### src/rtl/ipc_mailbox_pkg.sv
package ipc_mailbox_pkg;

    typedef enum logic {
        ST_ACTIVE = 1'b0,
        ST_FLUSH  = 1'b1
    } mbx_state_e;

    localparam int OFS_REVISION = 'h000;
    localparam int OFS_SYSCFG   = 'h010;
    localparam int OFS_SYSSTAT  = 'h014;

    localparam int CFG_AUTO_BIT = 0;
    localparam int CFG_SRST_BIT = 1;
    localparam int CFG_IDLE_LSB = 3;

    function automatic int ofs_msg(input int m);
        return 'h040 + 4 * m;
    endfunction

    function automatic int ofs_qstat(input int m);
        return 'h080 + 4 * m;
    endfunction

    function automatic int ofs_count(input int m);
        return 'h0C0 + 4 * m;
    endfunction

    function automatic int ofs_irqsts(input int u);
        return 'h100 + 8 * u;
    endfunction

    function automatic int ofs_irqen(input int u);
        return 'h104 + 8 * u;
    endfunction

endpackage

### src/rtl/mbx_queue.sv
module mbx_queue #(
    parameter int DW    = 32,
    parameter int DEPTH = 4
) (
    input  logic                       clk,
    input  logic                       rst_n,
    input  logic                       clr,
    input  logic                       push,
    input  logic                       pop,
    input  logic [DW-1:0]              wdata,
    output logic [DW-1:0]              head,
    output logic [$clog2(DEPTH+1)-1:0] count,
    output logic                       full,
    output logic                       empty,
    output logic                       push_ok,
    output logic                       pop_ok
);

    localparam int CW = $clog2(DEPTH + 1);
    localparam int PW = (DEPTH > 1) ? $clog2(DEPTH) : 1;

    logic [DW-1:0] mem [DEPTH];
    logic [PW-1:0] rd_ptr;
    logic [PW-1:0] wr_ptr;
    logic [CW-1:0] cnt;

    function automatic logic [PW-1:0] ptr_next(input logic [PW-1:0] p);
        return (p == PW'(DEPTH - 1)) ? '0 : p + PW'(1);
    endfunction

    assign empty   = (cnt == '0);
    assign full    = (cnt == CW'(DEPTH));
    assign pop_ok  = pop & ~empty;
    assign push_ok = push & (~full | pop_ok);
    assign head    = mem[rd_ptr];
    assign count   = cnt;

    always_ff @(posedge clk or negedge rst_n) begin
        if (!rst_n) begin
            rd_ptr <= '0;
            wr_ptr <= '0;
            cnt    <= '0;
        end else if (clr) begin
            rd_ptr <= '0;
            wr_ptr <= '0;
            cnt    <= '0;
        end else begin
            if (push_ok) wr_ptr <= ptr_next(wr_ptr);
            if (pop_ok)  rd_ptr <= ptr_next(rd_ptr);
            cnt <= cnt + CW'(push_ok) - CW'(pop_ok);
        end
    end

    always_ff @(posedge clk) begin
        if (push_ok && !clr) mem[wr_ptr] <= wdata;
    end

endmodule

### src/rtl/mbx_irq_bank.sv
module mbx_irq_bank #(
    parameter int NEV = 8
) (
    input  logic           clk,
    input  logic           rst_n,
    input  logic           clr,
    input  logic [NEV-1:0] set_ev,
    input  logic           w1c_we,
    input  logic           en_we,
    input  logic [NEV-1:0] wbits,
    output logic [NEV-1:0] sts,
    output logic [NEV-1:0] en,
    output logic           irq
);

    logic [NEV-1:0] clr_mask;

    assign clr_mask = w1c_we ? wbits : '0;
    assign irq      = |(sts & en);

    always_ff @(posedge clk or negedge rst_n) begin
        if (!rst_n) begin
            sts <= '0;
            en  <= '0;
        end else if (clr) begin
            sts <= '0;
            en  <= '0;
        end else begin
            sts <= (sts & ~clr_mask) | set_ev;
            if (en_we) en <= wbits;
        end
    end

endmodule

### src/rtl/mbx_ctrl.sv
module mbx_ctrl
    import ipc_mailbox_pkg::*;
#(
    parameter int SRST_CYCLES = 3
) (
    input  logic clk,
    input  logic rst_n,
    input  logic start,
    output logic flush,
    output logic done
);

    localparam int CTW = (SRST_CYCLES > 1) ? $clog2(SRST_CYCLES) : 1;

    mbx_state_e     state;
    mbx_state_e     state_nx;
    logic [CTW-1:0] cnt;

    always_comb begin
        state_nx = state;
        unique case (state)
            ST_ACTIVE: state_nx = start ? ST_FLUSH : ST_ACTIVE;
            ST_FLUSH:  state_nx = (cnt == '0) ? ST_ACTIVE : ST_FLUSH;
            default:   state_nx = ST_ACTIVE;
        endcase
    end

    always_ff @(posedge clk or negedge rst_n) begin
        if (!rst_n) begin
            state <= ST_ACTIVE;
            cnt   <= '0;
        end else begin
            state <= state_nx;
            if (state == ST_ACTIVE && start) cnt <= CTW'(SRST_CYCLES - 1);
            else if (state == ST_FLUSH && cnt != '0) cnt <= cnt - CTW'(1);
        end
    end

    always_comb begin
        flush = 1'b0;
        done  = 1'b1;
        unique case (state)
            ST_ACTIVE: begin
                flush = 1'b0;
                done  = 1'b1;
            end
            ST_FLUSH: begin
                flush = 1'b1;
                done  = 1'b0;
            end
            default: begin
                flush = 1'b0;
                done  = 1'b1;
            end
        endcase
    end

endmodule

### src/rtl/ipc_mailbox.sv
module ipc_mailbox
    import ipc_mailbox_pkg::*;
#(
    parameter int DW          = 32,
    parameter int ADDR_W      = 12,
    parameter int N_Q         = 4,
    parameter int DEPTH       = 4,
    parameter int N_USER      = 2,
    parameter int SRST_CYCLES = 3,
    parameter int REV_MAJOR   = 1,
    parameter int REV_MINOR   = 0
) (
    input  logic              clk,
    input  logic              rst_n,
    input  logic [ADDR_W-1:0] bus_addr,
    input  logic              bus_wr,
    input  logic [DW-1:0]     bus_wdata,
    input  logic              bus_rd,
    output logic [DW-1:0]     bus_rdata,
    output logic [N_USER-1:0] irq_o
);

    localparam int NEV = 2 * N_Q;
    localparam int CW  = $clog2(DEPTH + 1);

    logic [31:0] addr_w;

    logic              hit_rev, hit_cfg, hit_sst;
    logic [N_Q-1:0]    hit_msg, hit_qst, hit_cnt;
    logic [N_USER-1:0] hit_sts, hit_en;

    logic [N_Q-1:0] q_push, q_pop, q_full, q_empty, q_push_ok, q_pop_ok;
    logic [DW-1:0]  q_head  [N_Q];
    logic [CW-1:0]  q_count [N_Q];

    logic [NEV-1:0] ev;
    logic [NEV-1:0] u_sts [N_USER];
    logic [NEV-1:0] u_en  [N_USER];

    logic       flush, done, srst_start, q_clr;
    logic       cfg_auto;
    logic [1:0] cfg_idle;

    assign addr_w = {{(32 - ADDR_W){1'b0}}, bus_addr};

    always_comb begin
        hit_rev = (addr_w == 32'(OFS_REVISION));
        hit_cfg = (addr_w == 32'(OFS_SYSCFG));
        hit_sst = (addr_w == 32'(OFS_SYSSTAT));
        for (int m = 0; m < N_Q; m++) begin
            hit_msg[m] = (addr_w == 32'(ofs_msg(m)));
            hit_qst[m] = (addr_w == 32'(ofs_qstat(m)));
            hit_cnt[m] = (addr_w == 32'(ofs_count(m)));
        end
        for (int u = 0; u < N_USER; u++) begin
            hit_sts[u] = (addr_w == 32'(ofs_irqsts(u)));
            hit_en[u]  = (addr_w == 32'(ofs_irqen(u)));
        end
    end

    assign srst_start = bus_wr & hit_cfg & bus_wdata[CFG_SRST_BIT] & ~flush;
    assign q_clr      = flush | srst_start;

    mbx_ctrl #(
        .SRST_CYCLES(SRST_CYCLES)
    ) u_ctrl (
        .clk  (clk),
        .rst_n(rst_n),
        .start(srst_start),
        .flush(flush),
        .done (done)
    );

    always_ff @(posedge clk or negedge rst_n) begin
        if (!rst_n) begin
            cfg_auto <= 1'b0;
            cfg_idle <= 2'b00;
        end else if (q_clr) begin
            cfg_auto <= 1'b0;
            cfg_idle <= 2'b00;
        end else if (bus_wr && hit_cfg) begin
            cfg_auto <= bus_wdata[CFG_AUTO_BIT];
            cfg_idle <= bus_wdata[CFG_IDLE_LSB +: 2];
        end
    end

    for (genvar m = 0; m < N_Q; m++) begin : g_queue
        assign q_push[m] = bus_wr & hit_msg[m] & ~flush;
        assign q_pop[m]  = bus_rd & hit_msg[m] & ~flush;

        mbx_queue #(
            .DW   (DW),
            .DEPTH(DEPTH)
        ) u_queue (
            .clk    (clk),
            .rst_n  (rst_n),
            .clr    (q_clr),
            .push   (q_push[m]),
            .pop    (q_pop[m]),
            .wdata  (bus_wdata),
            .head   (q_head[m]),
            .count  (q_count[m]),
            .full   (q_full[m]),
            .empty  (q_empty[m]),
            .push_ok(q_push_ok[m]),
            .pop_ok (q_pop_ok[m])
        );

        assign ev[2*m]   = q_push_ok[m];
        assign ev[2*m+1] = q_pop_ok[m] & q_full[m] & ~q_push_ok[m];
    end

    for (genvar u = 0; u < N_USER; u++) begin : g_user
        mbx_irq_bank #(
            .NEV(NEV)
        ) u_bank (
            .clk   (clk),
            .rst_n (rst_n),
            .clr   (q_clr),
            .set_ev(ev),
            .w1c_we(bus_wr & hit_sts[u] & ~flush),
            .en_we (bus_wr & hit_en[u] & ~flush),
            .wbits (bus_wdata[NEV-1:0]),
            .sts   (u_sts[u]),
            .en    (u_en[u]),
            .irq   (irq_o[u])
        );
    end

    always_comb begin
        bus_rdata = '0;
        if (bus_rd) begin
            if (hit_rev) begin
                bus_rdata[7:4] = 4'(REV_MAJOR);
                bus_rdata[3:0] = 4'(REV_MINOR);
            end
            if (hit_cfg) begin
                bus_rdata[CFG_AUTO_BIT]        = cfg_auto;
                bus_rdata[CFG_SRST_BIT]        = flush;
                bus_rdata[CFG_IDLE_LSB +: 2]   = cfg_idle;
            end
            if (hit_sst) bus_rdata[0] = done;
            for (int m = 0; m < N_Q; m++) begin
                if (hit_msg[m] && !q_empty[m]) bus_rdata = q_head[m];
                if (hit_qst[m]) bus_rdata[0] = q_full[m];
                if (hit_cnt[m]) bus_rdata[CW-1:0] = q_count[m];
            end
            for (int u = 0; u < N_USER; u++) begin
                if (hit_sts[u]) bus_rdata[NEV-1:0] = u_sts[u];
                if (hit_en[u])  bus_rdata[NEV-1:0] = u_en[u];
            end
        end
    end

endmodule

### config.mk
export PLATFORM = sky130hd
export DESIGN_NAME = ipc_mailbox
export DESIGN_NICKNAME = d
export VERILOG_FILES = /design/src/rtl/ipc_mailbox_pkg.sv /design/src/rtl/mbx_queue.sv /design/src/rtl/mbx_irq_bank.sv /design/src/rtl/mbx_ctrl.sv /design/src/rtl/ipc_mailbox.sv
export SDC_FILE = /design/constraint.sdc
export NUM_CORES = 1
export LEC_CHECK = 0
export BUFFER_PORTS_ARGS = -buffer_cell sky130_fd_sc_hd__buf_2
export CAP_MARGIN = 10
export CORE_MARGIN = 2
export CORE_UTILIZATION = 40
export CTS_BUF_LIST = sky130_fd_sc_hd__clkbuf_4
export CTS_CLUSTER_DIAMETER = 50
export DETAILED_ROUTE_END_ITERATION = 12
export PLACE_DENSITY = 0.53
export SYNTH_ARGS = -nofsm -noshare
export SYNTH_HDL_FRONTEND = slang
export SYNTH_SLANG_ARGS = --single-unit
### constraint.sdc
create_clock -name clk -period 4.53 [get_ports clk]
set_input_delay 0 -clock clk [delete_from_list [all_inputs] [get_ports clk]]
set_output_delay 0 -clock clk [all_outputs]
set_load 0.03 [all_outputs]
==> load_flow_metrics.sql <==
INSERT INTO impl_metrics (metric_group, metric, value, unit) VALUES
('synth', 'synth_top_cells_by_area', 'sky130_fd_sc_hd__edfxtp_1, sky130_fd_sc_hd__mux4_2, sky130_fd_sc_hd__dfrtp_1, sky130_fd_sc_hd__a22oi_1, sky130_fd_sc_hd__ha_1', ''),
('synth', 'synthXorXnorAreaFrac', '0.003334', ''),
('detailed_routing', 'avgRoutedWirePerCell', '24.57', 'µm'),
('clock_network', 'cts.clk_slew.worst_paths', '0.07', 'ns'),
('setup_path', 'worstPathRequired', '5.16', 'ns'),
('synth', 'ys_warn_count', '0', ''),
('floorplan', 'core_region_area', '0.05869', 'mm²'),
('timing', 'hold_viol', '0', ''),
('timing', 'unrepaired_setup_endpoints_after_global_routing', 'false', ''),
('floorplan', 'dieHeight', '247.1', 'µm'),
('setup_path', 'cp_max_fo', '17', ''),
('global_route', 'initial_antenna_violation_count', '2', ''),
('clock_network', 'postCtsResizedCells', '0', ''),
('clock_network', 'cts_made_buffers', '151', ''),
('pwr', 'peakVddDrop', '0.2004', 'mV'),
('finish', 'drive_gt1_frac', '0.3158', ''),
('timing', 'relSlewSlack', '0.3256', ''),
('timing', 'maxSlewViolCount', '0', ''),
('setup_path', 'critical-path-top-delay-family', 'buffers and inverters', ''),
('finish', 'fin_nets', '1661', ''),
('run_status', 'result_of_the_run', 'finished clean', ''),
('detailed_routing', 'drt-vias-per-instance', '5.496', ''),
('place', 'place.gp.congestion', '0.8989', ''),
('finish', 'areaGrowthSynthToFinish', '18.62', '%'),
('synth', 'avgSynthCellArea', '18.54', 'µm²'),
('detailed_routing', 'drt_pass1_iterations', '5', ''),
('global_route', 'grt_overflow_total', '0', ''),
('detailed_routing', 'detail-route-antenna-nets', '0', ''),
('clock_network', 'clk-insertion-delay-late', '1.00', 'ns'),
('finish', 'layout.cell_area.non_filler', '0.02805', 'mm²'),
('synth', 'synth.top_cells.by_count', 'sky130_fd_sc_hd__edfxtp_1, sky130_fd_sc_hd__mux4_2, sky130_fd_sc_hd__dfrtp_1', ''),
('pwr', 'power-per-cell-area', '384.2', 'mW/mm²'),
('place', 'port_buffers', '81', ''),
('floorplan', 'die_w', '247.1', 'µm'),
('timing', 'fin_crit_sh', '0.9077', ''),
('min_path', 'hold_path.class', 'in -> reg', ''),
('global_route', 'global_route.usage.total', '0.2059', ''),
('synth', 'synth_compound_gate_area_share', '0.05731', ''),
('synth', 'yosysMostFrequentCell', 'sky130_fd_sc_hd__edfxtp_1', ''),
('clock_network', 'tritoncts', 'yes', ''),
('run', 'drv_cap', '0', ''),
('detailed_routing', 'via_count', '13490', ''),
('global_route', 'grt_max_degree', '67', ''),
('setup_path', 'timing.critical_path.arrival', '4.74', 'ns'),
('floorplan', 'floorplan.die_area', '0.06107', 'mm²'),
('clock_network', 'ctsHtreeMaxLevel', '4', ''),
('timing', 'worst_clock_skew', '0.06688', 'ns'),
('synth', 'post_synth_num_cell_types', '72', ''),
('global_route', 'first_global_vias', '14320', ''),
('setup_path', 'worst_path_most_repeated_cell', 'sky130_fd_sc_hd__dlygate4sd3_1', ''),
('timing', 'finalWorstPathRequiredPeriod', '4.112', 'ns'),
('pwr', 'power_leakage', '0.009402', 'µW'),
('synth', 'sequential_share_of_the_synthesized_area', '0.7201', ''),
('timing', 'timing.fmax', '243.2', 'MHz'),
('detailed_routing', 'detail_route.drc_violations', '0', ''),
('floorplan', 'placement_rows', '89', ''),
('clock_network', 'clockBufferDepth', '3', ''),
('place', 'placed_instance_area', '0.02504', 'mm²'),
('synth', 'number_of_flops_mapped_to_enable_cells_by_yosys', '512', ''),
('setup_path', 'cp.buffers_inverters', '6', ''),
('timing', 'tightestPinTransition', '1.012', 'ns'),
('place', 'dpl.hpwl', '36920', 'µm'),
('synth', 'synth.cell_area', '0.02364', 'mm²'),
('synth', 'ys_seq_elements', '578', ''),
('setup_path', 'start_kind', 'primary input', ''),
('clock_network', 'cts_root_buffer', 'sky130_fd_sc_hd__clkbuf_4', ''),
('clock_network', 'postCtsHoldBufs', '108', ''),
('setup_path', 'cp-end-kind', 'flop', ''),
('clock_network', 'cts_setup_buffers', '0', ''),
('synth', 'synthesized_area_fraction_occupied_by_and_or_nand_nor_cells', '0.05101', ''),
('timing', 'timing.final.setup_violations', '0', '');
==> worst reg2reg max path: stages, from the launching register on <==
cell and delay (ns):
sky130_fd_sc_hd__dfrtp_1 0.43, sky130_fd_sc_hd__nor3_1 0.12, sky130_fd_sc_hd__or4_4 0.47, sky130_fd_sc_hd__dlygate4sd3_1 0.63, sky130_fd_sc_hd__nor2_4 0.14, sky130_fd_sc_hd__o21a_2 0.27, sky130_fd_sc_hd__and2_2 0.34, sky130_fd_sc_hd__buf_4 0.32
==> layout by cell type (no fill, tap or decap), drive strengths merged, types with 7 or more instances in the layout <==
cell and n:
buf 113, nor3 15, nand3 20, a22oi 65
inv 36, ha 29, and2 27, a22o 10
dfrtp 66, clkinv 21, nor3b 8, nor4 7
clkbuf 214, xnor2 9, nand4 8, a21oi 33
nand2 62, edfxtp 512, a21boi 27, o21ai 13
dlygate4sd3 108, mux2i 16, mux4 128, nor2 41
==> power breakdown <==
group          internal, µW  switching (µW)  leakage [µW]  total [µW]
sequential             5830            50.8       0.00544        5880
combinational           143             199       0.00284         342
clock                  2450            2100       0.00112        4550
total                  8430            2350       0.00940       10800
==> registers in the layout, indices dropped and copies added (netlist names) <==
signal,count
u_ctrl.cnt,2
g_queue.u_queue.mem,512
u_ctrl.state,1
g_user.u_bank.en,16
g_user.u_bank.sts,16
g_queue.u_queue.wr_ptr,8
cfg_auto,1
g_queue.u_queue.count,12
cfg_idle,2
g_queue.u_queue.rd_ptr,8
==> routing by layer <==
| layer | global-route usage | wire [µm] | up-vias | share of wire |
|---|---|---|---|---|
| met2 | 0.3239 | 28590 | 484 | 0.47 |
| met3 | 0.05817 | 3414 | 138 | 0.057 |
| met5 | 0 | 0 | - | 0 |
| met4 | 0.07566 | 1751 | 0 | 0.029 |
| met1 | 0.2734 | 26530 | 6989 | 0.44 |
| li1 | - | - | 5877 | - |
==> final cells by class <==
type | count | area (µm²)
timing repair buffer | 221 | 1777
clock buffer | 214 | 1607
clock inverter | 34 | 302.8
sequential | 578 | 17040
fill | 5095 | 30640
inverter | 32 | 120.1
multi-input combinational | 596 | 6222
tap | 773 | 967.2
antenna | 6 | 15.01
==> path summary, 6_finish.rpt <==
check | from | endpoint | slack (ns) | depth (start not counted)
worst min register to register | g_user[0].u_bank.sts[3]$_DFF_PN0_ | g_user[0].u_bank.sts[3]$_DFF_PN0_ | 0.56 | 2
max in group asynchronous | rst_n | g_queue[0].u_queue.rd_ptr[0]$_DFFE_PN0P_ | 3.56 | 4
worst max-delay path | bus_addr[9] | g_queue[2].u_queue.mem[0][0]$_DFFE_PP_ | 0.42 | 11
worst max register to register | g_queue[3].u_queue.count[2]$_DFF_PN0_ | g_queue[3].u_queue.mem[0][15]$_DFFE_PP_ | 1.43 | 7
min in group asynchronous | rst_n | g_queue[3].u_queue.count[2]$_DFF_PN0_ | 0.28 | 4
worst min-delay path | bus_wdata[5] | g_queue[1].u_queue.mem[1][5]$_DFFE_PP_ | 0.10 | 2
==> cell families (layout without fill, tap and decap cells) <==
logic type | count (synthesis) | in the layout
AO/OA/AOI/OAI | 188 | 188
buffers and inverters | 101 | 501
flip-flops | 578 | 578
multiplexers | 149 | 149
AND/OR/NAND/NOR | 217 | 217
other | 0 | 6
adder cells (fa/ha/maj) | 33 | 33
XOR/XNOR | 9 | 9
==> per-stage QoR <==
step	hold WS (ns)	std cells	setup slack (ns)	power, µW	util
floorplan	-0.2956	1275	1.760	6111	-
global placement	0.2732	2092	1.218	6261	0.4267
detailed placement	0.2772	2092	1.137	6269	0.4267
CTS	0.001987	2448	0.5536	10920	0.4777
global route	0.02493	2454	0.2950	11230	0.4779
finish	0.1014	2454	0.4179	10770	0.4779
No activity file was read; power rests on OpenSTA's default activity.
